**src/rtl/alu_bcd8_pkg.sv**
```systemverilog
package alu_bcd8_pkg;

  localparam int DW      = 8;
  localparam int DIG_W   = DW / 2;
  localparam int OP_W    = 4;
  localparam int DIG_MAX = 9;
  localparam int DIG_ADJ = 6;
  localparam int CARRY_LIMIT = 16'h00F0;

  typedef enum logic [OP_W-1:0] {
    OP_ADD = 4'd0,
    OP_SUB = 4'd1,
    OP_CMP = 4'd2,
    OP_AND = 4'd3,
    OP_OR  = 4'd4,
    OP_XOR = 4'd5,
    OP_SHL = 4'd6,
    OP_SHR = 4'd7,
    OP_ROL = 4'd8,
    OP_ROR = 4'd9
  } alu_op_e;

  typedef struct packed {
    logic n;
    logic v;
    logic z;
    logic c;
  } alu_flags_t;

endpackage

```
**src/rtl/alu_bcd8_arith.sv**
```systemverilog
module alu_bcd8_arith
  import alu_bcd8_pkg::*;
(
  input  logic [DW-1:0] a,
  input  logic [DW-1:0] m,
  input  logic          cin,
  input  logic          dec,
  input  logic          sub,
  output logic [DW-1:0] res,
  output alu_flags_t    flags
);

  // plain binary sum and difference
  logic [DW:0] bin_sum;
  logic [DW:0] bin_dif;
  assign bin_sum = {1'b0, a} + {1'b0, m} + {{DW{1'b0}}, cin};
  assign bin_dif = {1'b0, a} + {1'b0, ~m} + {{DW{1'b0}}, cin};

  // decimal add: low digit, partial value, upper correction
  logic [DIG_W+1:0] lo_raw;
  logic             lo_cy;
  logic [DIG_W-1:0] lo_dig;
  logic [DW:0]      mid;
  logic [DW+1:0]    fixed;
  logic             hi_over;

  always_comb begin
    lo_raw = {2'b00, a[DIG_W-1:0]} + {2'b00, m[DIG_W-1:0]} + {{(DIG_W+1){1'b0}}, cin};
    lo_cy  = (lo_raw > (DIG_W+2)'(DIG_MAX));
    lo_dig = lo_cy ? (lo_raw[DIG_W-1:0] + DIG_W'(DIG_ADJ)) : lo_raw[DIG_W-1:0];
    mid    = {1'b0, a[DW-1:DIG_W], {DIG_W{1'b0}}}
           + {1'b0, m[DW-1:DIG_W], {DIG_W{1'b0}}}
           + {{DIG_W{1'b0}}, lo_cy, {DIG_W{1'b0}}}
           + {{(DIG_W+1){1'b0}}, lo_dig};
    hi_over = (mid[DW:DIG_W] > (DIG_W+1)'(DIG_MAX));
    fixed   = hi_over ? ({1'b0, mid} + (DW+2)'(DIG_ADJ << DIG_W)) : {1'b0, mid};
  end

  // decimal subtract: digit-wise borrow with 6 taken from a borrowing digit
  logic [DIG_W:0]   lo_d;
  logic [DIG_W-1:0] lo_fix;
  logic [DIG_W:0]   hi_d;
  logic [DIG_W-1:0] hi_fix;

  always_comb begin
    lo_d   = {1'b0, a[DIG_W-1:0]} - {1'b0, m[DIG_W-1:0]} - {{DIG_W{1'b0}}, ~cin};
    lo_fix = lo_d[DIG_W] ? (lo_d[DIG_W-1:0] - DIG_W'(DIG_ADJ)) : lo_d[DIG_W-1:0];
    hi_d   = {1'b0, a[DW-1:DIG_W]} - {1'b0, m[DW-1:DIG_W]} - {{DIG_W{1'b0}}, lo_d[DIG_W]};
    hi_fix = hi_d[DIG_W] ? (hi_d[DIG_W-1:0] - DIG_W'(DIG_ADJ)) : hi_d[DIG_W-1:0];
  end

  always_comb begin
    if (sub) begin
      res     = dec ? {hi_fix, lo_fix} : bin_dif[DW-1:0];
      flags.c = bin_dif[DW];
      flags.v = (a[DW-1] ^ m[DW-1]) & (a[DW-1] ^ bin_dif[DW-1]);
      flags.n = bin_dif[DW-1];
      flags.z = (bin_dif[DW-1:0] == '0);
    end else if (dec) begin
      res     = fixed[DW-1:0];
      flags.c = (fixed > (DW+2)'(CARRY_LIMIT));
      flags.v = ~(a[DW-1] ^ m[DW-1]) & (a[DW-1] ^ mid[DW-1]);
      flags.n = mid[DW-1];
      flags.z = (bin_sum[DW-1:0] == '0);
    end else begin
      res     = bin_sum[DW-1:0];
      flags.c = bin_sum[DW];
      flags.v = ~(a[DW-1] ^ m[DW-1]) & (a[DW-1] ^ bin_sum[DW-1]);
      flags.n = bin_sum[DW-1];
      flags.z = (bin_sum[DW-1:0] == '0);
    end
  end

endmodule

```
**src/rtl/alu_bcd8_bitops.sv**
```systemverilog
module alu_bcd8_bitops
  import alu_bcd8_pkg::*;
(
  input  alu_op_e       op,
  input  logic [DW-1:0] a,
  input  logic [DW-1:0] m,
  input  logic          cin,
  output logic [DW-1:0] res,
  output logic          cout
);

  always_comb begin
    res  = a;
    cout = cin;
    case (op)
      OP_AND: res = a & m;
      OP_OR:  res = a | m;
      OP_XOR: res = a ^ m;
      OP_SHL: begin res = {a[DW-2:0], 1'b0}; cout = a[DW-1]; end
      OP_SHR: begin res = {1'b0, a[DW-1:1]}; cout = a[0];    end
      OP_ROL: begin res = {a[DW-2:0], cin};  cout = a[DW-1]; end
      OP_ROR: begin res = {cin, a[DW-1:1]};  cout = a[0];    end
      default: begin res = a; cout = cin; end
    endcase
  end

endmodule

```
**src/rtl/alu_bcd8.sv**
```systemverilog
module alu_bcd8
  import alu_bcd8_pkg::*;
(
  input  logic            clk,
  input  logic            rst_n,
  input  logic            in_valid,
  output logic            in_ready,
  input  logic [OP_W-1:0] in_op,
  input  logic [DW-1:0]   in_a,
  input  logic [DW-1:0]   in_m,
  input  logic            in_carry,
  input  logic            in_ovf,
  input  logic            in_dec,
  output logic            out_valid,
  input  logic            out_ready,
  output logic [DW-1:0]   out_res,
  output logic            out_n,
  output logic            out_v,
  output logic            out_z,
  output logic            out_c
);

  alu_op_e op;
  assign op = alu_op_e'(in_op);

  // compare reuses the subtractor with carry forced and decimal ignored
  logic is_cmp;
  logic ar_sub;
  logic ar_dec;
  logic ar_cin;
  assign is_cmp = (op == OP_CMP);
  assign ar_sub = (op == OP_SUB) | is_cmp;
  assign ar_dec = in_dec & ~is_cmp;
  assign ar_cin = in_carry | is_cmp;

  logic [DW-1:0] ar_res;
  alu_flags_t    ar_flags;

  alu_bcd8_arith u_arith (
    .a     (in_a),
    .m     (in_m),
    .cin   (ar_cin),
    .dec   (ar_dec),
    .sub   (ar_sub),
    .res   (ar_res),
    .flags (ar_flags)
  );

  logic [DW-1:0] bo_res;
  logic          bo_cout;

  alu_bcd8_bitops u_bitops (
    .op   (op),
    .a    (in_a),
    .m    (in_m),
    .cin  (in_carry),
    .res  (bo_res),
    .cout (bo_cout)
  );

  logic [DW-1:0] nxt_res;
  alu_flags_t    nxt_flags;

  always_comb begin
    case (op)
      OP_ADD, OP_SUB: begin
        nxt_res   = ar_res;
        nxt_flags = ar_flags;
      end
      OP_CMP: begin
        nxt_res   = in_a;
        nxt_flags = '{n: ar_flags.n, v: in_ovf, z: ar_flags.z, c: ar_flags.c};
      end
      default: begin
        nxt_res   = bo_res;
        nxt_flags = '{n: bo_res[DW-1], v: in_ovf, z: (bo_res == '0), c: bo_cout};
      end
    endcase
  end

  // single output register stage with pass-through ready
  logic          vld_q;
  logic [DW-1:0] res_q;
  alu_flags_t    flg_q;
  logic          take;

  assign in_ready = ~vld_q | out_ready;
  assign take     = in_valid & in_ready;

  always_ff @(posedge clk) begin
    if (!rst_n) begin
      vld_q <= 1'b0;
      res_q <= '0;
      flg_q <= '0;
    end else begin
      if (take) begin
        vld_q <= 1'b1;
        res_q <= nxt_res;
        flg_q <= nxt_flags;
      end else if (out_ready) begin
        vld_q <= 1'b0;
      end
    end
  end

  assign out_valid = vld_q;
  assign out_res   = res_q;
  assign out_n     = flg_q.n;
  assign out_v     = flg_q.v;
  assign out_z     = flg_q.z;
  assign out_c     = flg_q.c;

endmodule

```
**config.mk**
```make
export PLATFORM = sky130hd
export DESIGN_NAME = alu_bcd8
export DESIGN_NICKNAME = d
export VERILOG_FILES = /design/src/rtl/alu_bcd8_pkg.sv /design/src/rtl/alu_bcd8_arith.sv /design/src/rtl/alu_bcd8_bitops.sv /design/src/rtl/alu_bcd8.sv
export SDC_FILE = /design/constraint.sdc
export NUM_CORES = 1
export LEC_CHECK = 0
export CORE_ASPECT_RATIO = 1.75
export CORE_MARGIN = 2
export CORE_UTILIZATION = 30
export CTS_BUF_LIST = sky130_fd_sc_hd__clkbuf_8 sky130_fd_sc_hd__clkbuf_16
export DETAILED_ROUTE_END_ITERATION = 8
export DONT_BUFFER_PORTS = 1
export PLACE_DENSITY = 0.46
export SYNTH_ARGS = -nofsm -noshare
export SYNTH_HDL_FRONTEND = slang
export SYNTH_SLANG_ARGS = --single-unit
```
**constraint.sdc**
```tcl
create_clock -name clk -period 6.6 [get_ports clk]
set_clock_uncertainty 0.1 [all_clocks]
set_input_delay 1.65 -clock clk [delete_from_list [all_inputs] [get_ports clk]]
set_output_delay 1.65 -clock clk [all_outputs]
set_load 0.01 [all_outputs]
```
==> results of run 1 <==
[cell families after synthesis]
family / count (synthesis)
AND/OR/NAND/NOR: 163
AO/OA/AOI/OAI: 156
buffers and inverters: 69
adder cells (fa/ha/maj): 56
XOR/XNOR: 32
flip-flops: 13
multiplexers: 6
[sequential cells by signal, summed over array words and instances, names as in the netlist]
| signal | count |
|---|---|
| out_c | 1 |
| out_n | 1 |
| out_res | 8 |
| out_v | 1 |
| out_valid | 1 |
| out_z | 1 |
[synthesized netlist by cell type (4+ instances only)]
master,number
nor2_1,38
nand2b_1,7
ha_1,45
or2_2,4
nand3_1,13
nor2b_1,4
a31oi_1,13
dfxtp_1,13
nand4_1,5
a211oi_1,4
a221oi_1,7
nand2_1,46
xnor2_1,21
nor3_1,8
o21a_1,5
xor2_1,11
a222oi_1,6
inv_1,41
or3_1,5
buf_2,9
a21oi_1,41
o211ai_1,4
or4_1,6
and3_1,4
clkbuf_1,13
nand3b_1,4
o21ai_0,34
fa_1,11
[power by group]
group	total [mW]	switching, mW	internal (mW)
Sequential	0.0938	0.00833	0.0855
Combinational	0.388	0.231	0.157
Clock	0.121	0.0406	0.0805
Total	0.602	0.280	0.323
[stage by stage]
step | area, µm² | power, mW | utilization [%] | setup slack [ps]
floorplan | 3570 | 0.395 | - | 581
detailed placement | 3630 | 0.479 | 31.3 | 313
global placement | 3630 | 0.477 | 31.3 | 441
CTS | 3710 | 0.599 | 32.0 | 536
finish | 3710 | 0.602 | 32.0 | 537
global route | 3710 | 0.648 | 32.0 | 171
[final cells by class]
| type | count | area (µm²) |
|---|---|---|
| Fill cell | 1271 | 7870 |
| Multi-Input combinational cell | 413 | 3010 |
| Sequential cell | 13 | 260 |
| Tap cell | 135 | 169 |
| Inverter | 41 | 154 |
| Clock buffer | 3 | 75.1 |
| Timing Repair Buffer | 5 | 37.5 |
| Clock inverter | 1 | 3.75 |
[final timing paths]
path / start / end / slack [ps] / cells past startpoint
worst max-delay path: in_m[1] / out_res[5] / 540 / 21
worst min-delay path: out_n / out_n / 420 / 2
worst max register to register: out_valid / out_z / 4080 / 7
worst min register to register: out_n / out_n / 420 / 2
[layer usage]
layer	part of all wire, %	track usage [%]	wire, µm
met4	7.8	13.3	1020
met1	33	20.2	4370
met3	5.1	2.44	665
met5	0	0	0
met2	54	38.2	7010
[tightest hold or removal path: cells and delay by family, from the launching register on]
kind	cells	cell delay [ps]
AO/OA/AOI/OAI	1	70
AND/OR/NAND/NOR	1	60
flip-flops	1	340
==> flow_metrics.tcl, run 1 <==
set metrics [dict create \
    outcome "finished clean" \
    cts_buffers 3 \
    crit_arrival_ps 6150 \
    grt_pass1_vias 3595 \
    synth_edf_count 0 \
    synth.distinct_cells 73 \
    wl_per_cell_um 21.4 \
    dpl.cell_count 607 \
    rows 52 \
    postRouteAntennaNets 0 \
    synthAdderAreaFrac_pct 22.0 \
    grt_max_degree 29 \
    layout_commonest_cell "nand2_1" \
    syn_inst 495 \
    gp_congestion 0.970 \
    fp.dieW_um 86.4 \
    syn-num-nets 578 \
    slew_headroom_pct 39.6 \
    die_area_um2 12800 \
    clk-insertion-delay-late_ps 250 \
    cts_sinks 13 \
    cts-resized-gates 0 \
    first_pass_iters 7 \
    die_y_um 148 \
    cp_max_fo 9 \
    critPathTopFamily "adder cells" \
    hold_violations 0 \
    path_cells "inv_1, ha_1, and2b_1, or2_2, ha_1, nor4_1, a21oi_1, a31oi_1, a211oi_2, fa_1, ha_1, inv_1, fa_1, ha_1, mux2i_1, nand2_1, nand2_1, xnor2_1, a211oi_1, a211o_1, a21oi_1" \
    syn_area_um2 3570 \
    grt_use_total_pct 20.3 \
    start_util_pct 30.8 \
    synth_top_family_by_area "compound AO/OA/AOI/OAI gates" \
    required_ps 6680 \
    htreeDepth 1 \
    rsz0062_at_grt "false" \
    setup_tns_ps 0 \
    drive_gt1_share_pct 4.83 \
    setup.worst_path.start_class "input pin" \
    gr-total-overflow 0 \
    nets 560 \
    peakVddDrop_mv 0.0643 \
    synthSimpleGateAreaFrac_pct 23.5 \
    antenna_found_initial 0 \
    syn_to_final_growth_pct 4.00 \
    drv_cap 0 \
    synth_compound_area_share_pct 29.0 \
    p_per_area_nw_per_um2 162 \
    instances_no_fill 611 \
    io_pins 41 \
    cts_root_buf "clkbuf_16" \
    async_flop_share_pct 0 \
    yosysWarningCount 0 \
    synth-xor-area-share_pct 7.86 \
    vias 3656 \
    synth_area_leaders "ha_1 (16%), dfxtp_1 (7.3%), fa_1 (6.2%)" \
    cts_tree "yes" \
    viasPerCell 5.98 \
    cts_setup_buffers 0 \
    cts_max_path_buffers 2 \
    worst-path-buf-inv 2 \
    hold_path.class "reg2reg" \
    ys_seq_area_share_pct 7.30 \
    hold-worst-slack_ps 416 \
    min_period_ps 6060 \
    synth.mux.area_fraction_pct 2.11 \
    ys_ff_latch 13 \
    hold_buffers 0 \
    critPathMaxStageDelay_ps 470 \
    synth_top_area_share_pct 15.8 \
    io_buffers 0 \
    cp_slowest_cell "ha_1" \
    timing_worst_setup_path_type "in2reg" \
    worst_pin_slew_ps 899 \
    synth_flop_cell "dfxtp_1" \
    wl_um 13100 \
    cp-end-kind "flip-flop" \
    core_area_um2 11600 \
    drv_slew 0 \
    clkTransAtPathRegs_ps 50 \
    fin_crit_sh_pct 91.9 \
    avgSynthCellArea_um2 7.20 \
    setup_viol 0 \
    fmaxAchievable_mhz 165 \
    drcViolationCount 0 \
    layout_common_cells "nand2_1 (46), ha_1 (45), inv_1 (42)" \
    yosysTopAreaCell "ha_1" \
    grt_pass1_wl_um 19900 \
    leakage_nw 1.54 \
    drtIter0Drc 263 \
    n_antenna_cell 0 \
    crit_top_cell "ha_1" \
    post-dp-hpwl_um 10800 \
]
Note: power is estimated with default switching activity, not from simulation.
==> run 2: changes to the inputs <==
- PLACE_DENSITY: 0.46 -> not set
==> run 2 against run 1 <==
Global-route usage fell by 1.3 points. First-iteration DRC count rose by 39%. Non-clock buffer count fell by 1. Worst hold slack got worse by 9.3 ps. Via count fell by 0.90%. Utilization fell by 0.065 points. Final area fell by 0.20%. Combinational power barely moved. Clock power fell by 6%. Total power fell by 0.71%. Final cell count fell by 0.16%. Largest cell class unchanged.
==> flow_metrics.tcl, run 2 (synthesis gave the netlist of run 1 again) <==
set metrics [dict create \
    dp_slack_ps 275 \
    first_pass_iters 5 \
    postRouteAntennaNets 0 \
    fin_ws_ps 469 \
    timing_worst_setup_path_type "in2reg" \
    peakVddDrop_mv 0.0797 \
    grt_use_total_pct 19.0 \
    drv_slew 0 \
    antenna_found_initial 0 \
    grt_pass1_vias 3531 \
    hold_buffers 0 \
    io_pins 41 \
    wl_um 12500 \
    cts_root_buf "clkbuf_16" \
    min_period_ps 6130 \
    cp-end-kind "flip-flop" \
    p_seq_share_pct 15.8 \
    rsz0062_at_grt "false" \
    drtIter0Drc 365 \
    largest_reg_flops 8 \
    n_antenna_cell 0 \
    worst_pin_slew_ps 978 \
    vias 3623 \
    cts_setup_buffers 0 \
    wl_per_cell_um 20.6 \
    p_per_area_nw_per_um2 162 \
    clk-insertion-delay-late_ps 240 \
    cts_buffers 3 \
    post-dp-hpwl_um 10300 \
    grt_max_degree 29 \
    required_ps 6640 \
    grt_pass1_wl_um 19000 \
    layout_common_cells "nand2_1 (46), ha_1 (45), inv_1 (42)" \
    cellInternalPower_uw 323 \
    p_comb_share_pct 65.2 \
    cts_sinks 13 \
    dpl.cell_count 606 \
    drcViolationCount 0 \
    gp_congestion 0.997 \
    fin_crit_sh_pct 92.9 \
    syn_to_final_growth_pct 3.79 \
    htreeDepth 1 \
    cts_max_path_buffers 2 \
    cts-resized-gates 0 \
    outcome "finished clean" \
    die_area_um2 12800 \
    leakage_nw 1.54 \
    start_util_pct 30.8 \
    setup.worst_path.start_class "input pin" \
    clkTransAtPathRegs_ps 50 \
    drv_cap 0 \
    layout_commonest_cell "nand2_1" \
    switching_share_pct 46.1 \
    drive_gt1_share_pct 4.63 \
    hold_violations 0 \
    setup_viol 0 \
    viasPerCell 5.94 \
    fmaxAchievable_mhz 163 \
    power_switching_uw 275 \
    nets 559 \
    rows 52 \
    die_y_um 148 \
    io_buffers 0 \
    instances_no_fill 610 \
    crit_arrival_ps 6170 \
    slew_headroom_pct 34.3 \
    fillers 1253 \
    hold_path.class "reg2reg" \
    core_area_um2 11600 \
    clkPwrFrac_pct 19.0 \
    cts_tree "yes" \
    setup_tns_ps 0 \
    gr-total-overflow 0 \
    cp_max_fo 9 \
    fp.dieW_um 86.4 \
]
-- run 2: cell count changes in the layout (fill, tap and decap cells not counted) --
cell	before	now
buf_4	5	4
-- run 2: through the flow --
| stage | cell area, µm² | hold WS (ps) | utilization (%) | power [mW] |
|---|---|---|---|---|
| after floorplan | 3570 | 388 | - | 0.395 |
| after global placement | 3620 | 398 | 31.3 | 0.475 |
| after detailed placement | 3620 | 405 | 31.3 | 0.478 |
| after CTS | 3700 | 411 | 32.0 | 0.592 |
| after global routing | 3700 | 451 | 32.0 | 0.636 |
| final | 3700 | 407 | 32.0 | 0.598 |
-- run 2: power groups by stage --
stage                     registers (mW)  logic, mW  clock network [mW]
after CTS                         0.0944      0.384               0.113
after global routing              0.0950      0.424               0.117
after floorplan                   0.0932      0.302                   0
after global placement            0.0954      0.380                   0
final                             0.0943      0.390               0.114
after detailed placement          0.0958      0.382                   0
-- run 2: final cells by class --
cell class,instances,area [µm²],area share [%]
multi-input combinational,413,3010,81.3
sequential,13,260,7.03
tap,135,169,4.56
inverter,41,154,4.16
clock buffer,3,75.1,2.03
timing repair buffer,4,30.0,0.811
clock inverter,1,3.75,0.101
-- run 2: worst max-delay path, stage by stage --
cell	delay, ps
inv_1	110
ha_1	450
and2b_1	220
or2_2	270
ha_1	270
nor4_1	250
a21oi_1	70
a31oi_1	260
a211oi_2	170
fa_1	400
ha_1	210
inv_1	70
fa_1	450
ha_1	260
or3_1	370
o21ai_0	180
o311ai_0	240
o41ai_1	250
-- run 2: final timing paths --
kind	startpoint	cells after the start	endpoint	slack, ps
max	in_m[1]	18	out_c	470
min reg2reg	out_n	2	out_n	410
min	out_n	2	out_n	410
max reg2reg	out_valid	7	out_z	4260
-- run 2: metal layers --
| layer | GRT usage (%) | part of all wire, % | up-vias |
|---|---|---|---|
| met5 | 0 | 0 | - |
| met4 | 14.0 | 8.9 | 0 |
| met3 | 2.50 | 4.7 | 53 |
| met2 | 35.4 | 52 | 148 |
| met1 | 18.2 | 34 | 1676 |
| li1 | - | - | 1746 |
